<file path="src/rtl/pi_pkg.sv">
package pi_pkg;

  localparam logic [1:0] PT_NONE = 2'd0;
  localparam logic [1:0] PT_T1   = 2'd1;
  localparam logic [1:0] PT_T2   = 2'd2;
  localparam logic [1:0] PT_T3   = 2'd3;

  localparam logic [15:0] POLY16 = 16'h8BB7;
  localparam logic [63:0] POLY64 = 64'h9A6C9329AC4BC9B5;

  typedef enum logic [1:0] {
    PI_OK        = 2'b00,
    PI_GUARD_ERR = 2'b01,
    PI_APP_ERR   = 2'b10,
    PI_REF_ERR   = 2'b11
  } pi_status_t;

  typedef struct packed {
    logic chk_ref;
    logic chk_app;
    logic chk_guard;
  } pi_enables_t;

  function automatic logic [63:0] crc_seed(input logic wide);
    return wide ? '1 : '0;
  endfunction

  function automatic logic [63:0] crc_byte(input logic [63:0] c, input logic [7:0] b,
                                           input logic wide);
    logic [63:0] r;
    logic [15:0] n;
    r = c;
    if (wide) begin
      r[7:0] = r[7:0] ^ b;
      for (int k = 0; k < 8; k++) begin
        r = r[0] ? ((r >> 1) ^ POLY64) : (r >> 1);
      end
    end else begin
      n = r[15:0];
      n[15:8] = n[15:8] ^ b;
      for (int k = 0; k < 8; k++) begin
        n = n[15] ? ({n[14:0], 1'b0} ^ POLY16) : {n[14:0], 1'b0};
      end
      r = {48'b0, n};
    end
    return r;
  endfunction

endpackage

</file>
<file path="src/rtl/pi_tuple_compare.sv">
module pi_tuple_compare (
  input  logic        clk,
  input  logic        rst_n,
  input  logic        active,
  input  logic        fmt64,
  input  logic [1:0]  ptype,
  input  logic [2:0]  enables,
  input  logic [63:0] calc_guard,
  input  logic [63:0] tup_guard,
  input  logic [15:0] tup_app,
  input  logic [47:0] tup_ref,
  input  logic [15:0] exp_app,
  input  logic [15:0] app_mask,
  input  logic [63:0] exp_ref,
  output logic [1:0]  status
);
  import pi_pkg::*;

  pi_enables_t en;
  logic        app_ones, ref_ones, exempt;
  logic        guard_bad, app_bad, ref_bad;
  logic [63:0] stored_guard, stored_ref;
  pi_status_t  res;

  always_comb begin
    en           = pi_enables_t'(enables);
    stored_guard = fmt64 ? tup_guard : {48'b0, tup_guard[15:0]};
    stored_ref   = fmt64 ? {16'b0, tup_ref} : {32'b0, tup_ref[31:0]};
    app_ones     = (tup_app == 16'hFFFF);
    ref_ones     = fmt64 ? (&tup_ref) : (&tup_ref[31:0]);
    case (ptype)
      PT_T1, PT_T2: exempt = app_ones;
      PT_T3:        exempt = app_ones && ref_ones;
      default:      exempt = 1'b0;
    endcase
    guard_bad = en.chk_guard && (stored_guard != calc_guard);
    app_bad   = en.chk_app && ((tup_app & app_mask) != (exp_app & app_mask));
    ref_bad   = en.chk_ref && (stored_ref != exp_ref);
    if (exempt)         res = PI_OK;
    else if (guard_bad) res = PI_GUARD_ERR;
    else if (app_bad)   res = PI_APP_ERR;
    else if (ref_bad)   res = PI_REF_ERR;
    else                res = PI_OK;
    status = res;
  end

  // a lower-ranked error is never reported while the guard check fails
  p_rank_guard_r7: assert property (@(posedge clk) disable iff (!rst_n)
    (active && (res == PI_APP_ERR || res == PI_REF_ERR)) |-> !guard_bad);

  // a reference error implies the application tag compare was clean
  p_rank_app_r7: assert property (@(posedge clk) disable iff (!rst_n)
    (active && res == PI_REF_ERR) |-> !app_bad);

  // types 1/2 with all-ones application tag always pass
  p_escape12_r8: assert property (@(posedge clk) disable iff (!rst_n)
    (active && (ptype == PT_T1 || ptype == PT_T2) && app_ones) |-> (res == PI_OK));

endmodule

</file>
<file path="config.mk">
export PLATFORM = sky130hd
export DESIGN_NAME = pi_tuple_compare
export DESIGN_NICKNAME = d
export VERILOG_FILES = /design/src/rtl/pi_pkg.sv /design/src/rtl/pi_tuple_compare.sv
export SDC_FILE = /design/constraint.sdc
export NUM_CORES = 1
export LEC_CHECK = 0
export CAP_MARGIN = 30
export CORE_AREA = 2 2 116 118
export DETAILED_ROUTE_END_ITERATION = 6
export DIE_AREA = 0 0 118 120
export SLEW_MARGIN = 30
export SYNTH_ARGS = -nofsm -noshare
export SYNTH_HDL_FRONTEND = slang
export SYNTH_SLANG_ARGS = --single-unit
</file>
<file path="constraint.sdc">
create_clock -name vclk -period 6.4
set_input_delay 0.96 -clock vclk [all_inputs]
set_output_delay 0.96 -clock vclk [all_outputs]
set_load 0.005 [all_outputs]
</file>
# [After elaboration in Yosys (flattened, before gate mapping)]
# Index checks and enable logic that the tools add are counted.
[op_classes] n_addsub=0 n_mul=0 div_mod_pow=0 n_lt_le_gt_ge=0 n_eq_ne=7 shift=0 muxes=8 bitwise_logic=2 n_reduce_logical=7
[op_table] cell="2-to-1 mux 64 bit" count=1
[op_table] cell="inequality test 48 x 64 -> 1 bit" count=1
[op_table] cell="inequality test 64 bit" count=1
[op_table] cell="2-to-1 mux 48 bit" count=1
[op_table] cell="AND reduction 48 bit" count=1
[op_table] cell="AND 16 bit" count=2
[op_table] cell="AND reduction 32 bit" count=1
[op_table] cell="== test 16 bit, second input constant" count=1
[op_table] cell="inequality test 16 bit" count=1
[op_table] cell="2-to-1 mux 2 bit" count=4
[op_table] cell="== test 2 bit, second input constant" count=2
[op_table] cell="logical AND 1 bit" count=4
[op_table] cell="== test 2 x 1 -> 1 bit, second input constant" count=1
[op_table] cell="one-hot mux 1 bit (2 select lines)" count=1
[op_table] cell="OR reduction 2 bit" count=1
[op_table] cell="2-to-1 mux 1 bit" count=1
[word_totals] reg_bits=0 latch_bits=0 mem_bits_rw=0 mem_bits_ro=0 input_bits=297 output_inout_bits=2 memories=0

# [Longest topological paths before layout]
[depth] word_depth=7 ltp_mapped=9 mapped_depth_nobuf=8

# [Worst setup path after synthesis]
# OpenSTA, ideal clock, no wires.
[synth_timing] kind="input to output" startpoint="in tup_guard[38]" endpoint="out status[1]" t_arrival_ns=2.536 slack_ns=2.904 path_stages=7 n_path_buf=0 cell_sequence="xor2_1 -> a211o_1 -> a2111oi_0 -> and4bb_1 -> nand4_1 -> o41ai_2 -> and3b_1"
[synth_between] elab_chain_cells=5
[synth_lines] item="start, declared" line="pi_tuple_compare.sv:9" source="input logic [63:0] tup_guard,"
[synth_lines] item="2-to-1 mux 64 bit" line="pi_tuple_compare.sv:27" source="stored_guard = fmt64 ? tup_guard : {48'b0, tup_guard[15:0]};"
[synth_lines] item="inequality test 64 bit" line="pi_tuple_compare.sv:36" source="guard_bad = en.chk_guard && (stored_guard != calc_guard);"
[synth_lines] item="logical AND 1 bit" line="pi_tuple_compare.sv:36"
[synth_lines] item="2-to-1 mux 2 bit" line="pi_tuple_compare.sv:40" source="else if (guard_bad) res = PI_GUARD_ERR;"
[synth_lines] item="2-to-1 mux 2 bit" line="pi_tuple_compare.sv:39" source="if (exempt) res = PI_OK;"
[synth_lines] item="end, declared" line="pi_tuple_compare.sv:15" source="output logic [1:0] status"
# No other way between the ends.

# [Final worst setup path]
[layout_timing] startpoint="in fmt64" endpoint="out status[1]"
[layout_between] elab_chain_cells=7 word_cells_on_any_way=13
[layout_lines] item="start, declared" line="pi_tuple_compare.sv:5" source="input logic fmt64,"
[layout_lines] item="2-to-1 mux 48 bit" line="pi_tuple_compare.sv:28" source="stored_ref = fmt64 ? {16'b0, tup_ref} : {32'b0, tup_ref[31:0]};"
[layout_lines] item="inequality test 48 x 64 -> 1 bit" line="pi_tuple_compare.sv:38" source="ref_bad = en.chk_ref && (stored_ref != exp_ref);"
[layout_lines] item="logical AND 1 bit" line="pi_tuple_compare.sv:38"
[layout_lines] item="2-to-1 mux 2 bit" line="pi_tuple_compare.sv:42" source="else if (ref_bad) res = PI_REF_ERR;"
[layout_lines] item="2-to-1 mux 2 bit" line="pi_tuple_compare.sv:41" source="else if (app_bad) res = PI_APP_ERR;"
[layout_lines] item="2-to-1 mux 2 bit" line="pi_tuple_compare.sv:40"
[layout_lines] item="2-to-1 mux 2 bit (*)" line="pi_tuple_compare.sv:39"
# Mark *: on every way between the ends. The rest lies on a longest branch, timed or not.

==> out/metrics.yaml <==
yosys:
  syn_area_per_cell_sq_um: 6.611
  yosysTopAreaCell: "xor2_1"
  netlist_area_sq_um: 2307
  synth_top_area_share_pct: 20.12
  ys_seq_area_share_pct: 0
  synth_nets: 648
  yosysWarningCount: 0
  synth_cells: 349
  yosysUniqueCellTypes: 44
  synth_area_leaders: "xor2_1 (20%), xnor2_1 (11%), nand4_1 (6.8%)"
sta:
  hold_viol: 0
  rsz0062_at_grt: "no"
  maxSlewViolCount: 0
  max_slew_margin_pct: 57.14
  fmax_ghz: 0.1953
  finalSetupTns_ns: 0
  tightest_slew_ns: 0.6430
  setup_violations: 0
  min_period_over_period_pct: 80.00
  fin_crit_ns: 5.120
placed_design:
  gp_congestion: 0.8919
  io_buffer_count: 296
  hpwl_um: 11930
route:
  firstDrtPassIters: 4
  ant_nets: 0
  post_drt_wl_per_cell_um: 16.02
  num_vias: 3910
  drc: 0
  drt_iter0_markers: 125
  viasPerCell: 4.786
  drt_wl_total_um: 13090
floorplanning:
  io-pin-count: 299
  die_w_um: 118
  die_h_um: 120
  num_rows: 42
  design.core.area_sq_um: 12980
  die-area_sq_um: 14160
  start_util_pct: 17.78
critical_path:
  end_kind: "output port"
  worstPathArrival_ns: 4.16
  worst-setup-path-type: "in -> out"
  start_kind: "primary input"
  required_ns: 5.44
  crit_fanout: 35
clocking:
  cts.repair.resized: 0
  cts_setup_buffers: 0
  cts_hold_buffers: 0
global_route:
  antenna_found_initial: 0
  gr-total-overflow: 0
  grt_pass1_wl_um: 19890
  grt_max_degree: 36
  grt_pass1_vias: 4030
  grt_usage_pct: 17.15
flow_run:
  drv_cap: 0
cells_and_area:
  clock_buffers: 0
  finalNetCount: 942
  final_common_cell: "clkdlybuf4s50_1"
  drive_gt1_share_pct: 0.6240
  fill_cells: 1339
  multiInputGateArea_sq_um: 2168
  utilization_pct: 42.14
  syn_to_final_growth_pct: 137.1
  seqCellArea_sq_um: 0
  final_cell_mix: "clkdlybuf4s50_1 (295), xor2_1 (53), xnor2_1 (30), inv_1 (29), nand4_1 (25)"
  numSequentialCells: 0
  n_antenna_cell: 0
power_and_ir_drop:
  leakagePower_nw: 1.980
  total_power_mw: 0.3245
  p_per_area_nw_per_um2: 59.33
  ir_drop_v: 0.00002650
min_path:
  worstHoldEndpoint: "status[0]"
  holdPathStages: 4
  hold_path_startpoint: "enables[0]"
  worstHoldPathType: "in -> out"
run_status:
  status: "finished clean"
-- kinds of logic (layout without fill, tap and decap cells) --
group           count (synthesis)  after routing  share of synthesized area (%)
buf+inv                        36            328                          6.019
fa+ha+maj                       2              2                          1.084
simple gates                  129            129                          31.62
compound gates                 99             99                          29.77
xor+xnor                       83             83                          31.51
-- cells in the mapped netlist (2+ instances only) --
| cell | instances |
|---|---|
| nor3_1 | 10 |
| a22oi_1 | 11 |
| nor2_1 | 24 |
| a22o_1 | 2 |
| buf_2 | 3 |
| a31oi_1 | 4 |
| o21ai_1 | 3 |
| or4_1 | 2 |
| nor4_1 | 21 |
| o2bb2ai_1 | 2 |
| xor2_1 | 53 |
| nand4b_1 | 7 |
| clkbuf_1 | 2 |
| a21oi_1 | 11 |
| xnor2_1 | 30 |
| nand4_1 | 25 |
| a2bb2oi_1 | 5 |
| o221ai_1 | 3 |
| nand2_1 | 17 |
| o2111a_1 | 2 |
| and3_1 | 5 |
| nor4bb_1 | 5 |
| a211o_1 | 2 |
| a221o_1 | 4 |
| nand3_1 | 10 |
| ha_1 | 2 |
| o22ai_1 | 16 |
| a2111oi_0 | 2 |
| o32ai_1 | 2 |
| inv_1 | 29 |
| o21ai_0 | 22 |
-- routing by layer --
| metal | vias up | part of all wire [%] | GRT usage, % |
|---|---|---|---|
| met5 | - | 0 | 0 |
| met4 | 0 | 0.97 | 1.581 |
| met3 | 12 | 8.4 | 4.183 |
| met2 | 171 | 53 | 33.79 |
| met1 | 1793 | 38 | 19.09 |
| li1 | 1934 | - | - |
-- metrics by stage --
step                      hold WS (ns)  instance area [sq um]  std cells  setup WS, ns
after floorplan                  2.014                   2307        349         2.904
after global placement           2.924                   5470        817         1.210
after detailed placement         2.940                   5470        817         1.198
after CTS                        2.944                   5470        817         1.188
after global routing             2.981                   5470        817        0.9270
final                            2.933                   5470        817         1.280
-- power by group --
part	leakage, nW	switching, mW	total (mW)	internal, mW
clock network	0	0	0	0
registers	0	0	0	0
logic	1.98	0.108	0.325	0.216
total	1.98	0.108	0.325	0.216
-- worst max path at each step --
stage / startpoint / to / slack, ns / depth (start not counted)
3_5_place_dp: fmt64 / status[1] / 1.20 / 9
5_1_grt: fmt64 / status[1] / 0.93 / 9
3_3_place_gp: fmt64 / status[1] / 1.21 / 9
4_1_cts: fmt64 / status[1] / 1.19 / 9
6_report: fmt64 / status[1] / 1.28 / 9
2_1_floorplan: tup_guard[38] / status[1] / 2.90 / 7
-- critical path: stages --
cell and delay [ns]:
buf_2 0.50, inv_2 0.26, a211o_1 0.28, a2111oi_0 0.45
and4bb_1 0.26, nand4_1 0.17, o41ai_2 0.53, and3b_1 0.22
clkdlybuf4s50_1 0.52
-- layout make-up --
type	instances	share of cell area, %
Tap cell	176	4.026
Timing Repair Buffer	297	54.21
Inverter	31	2.127
Multi-Input combinational cell	313	39.64
(Power assumes the default switching activity.)
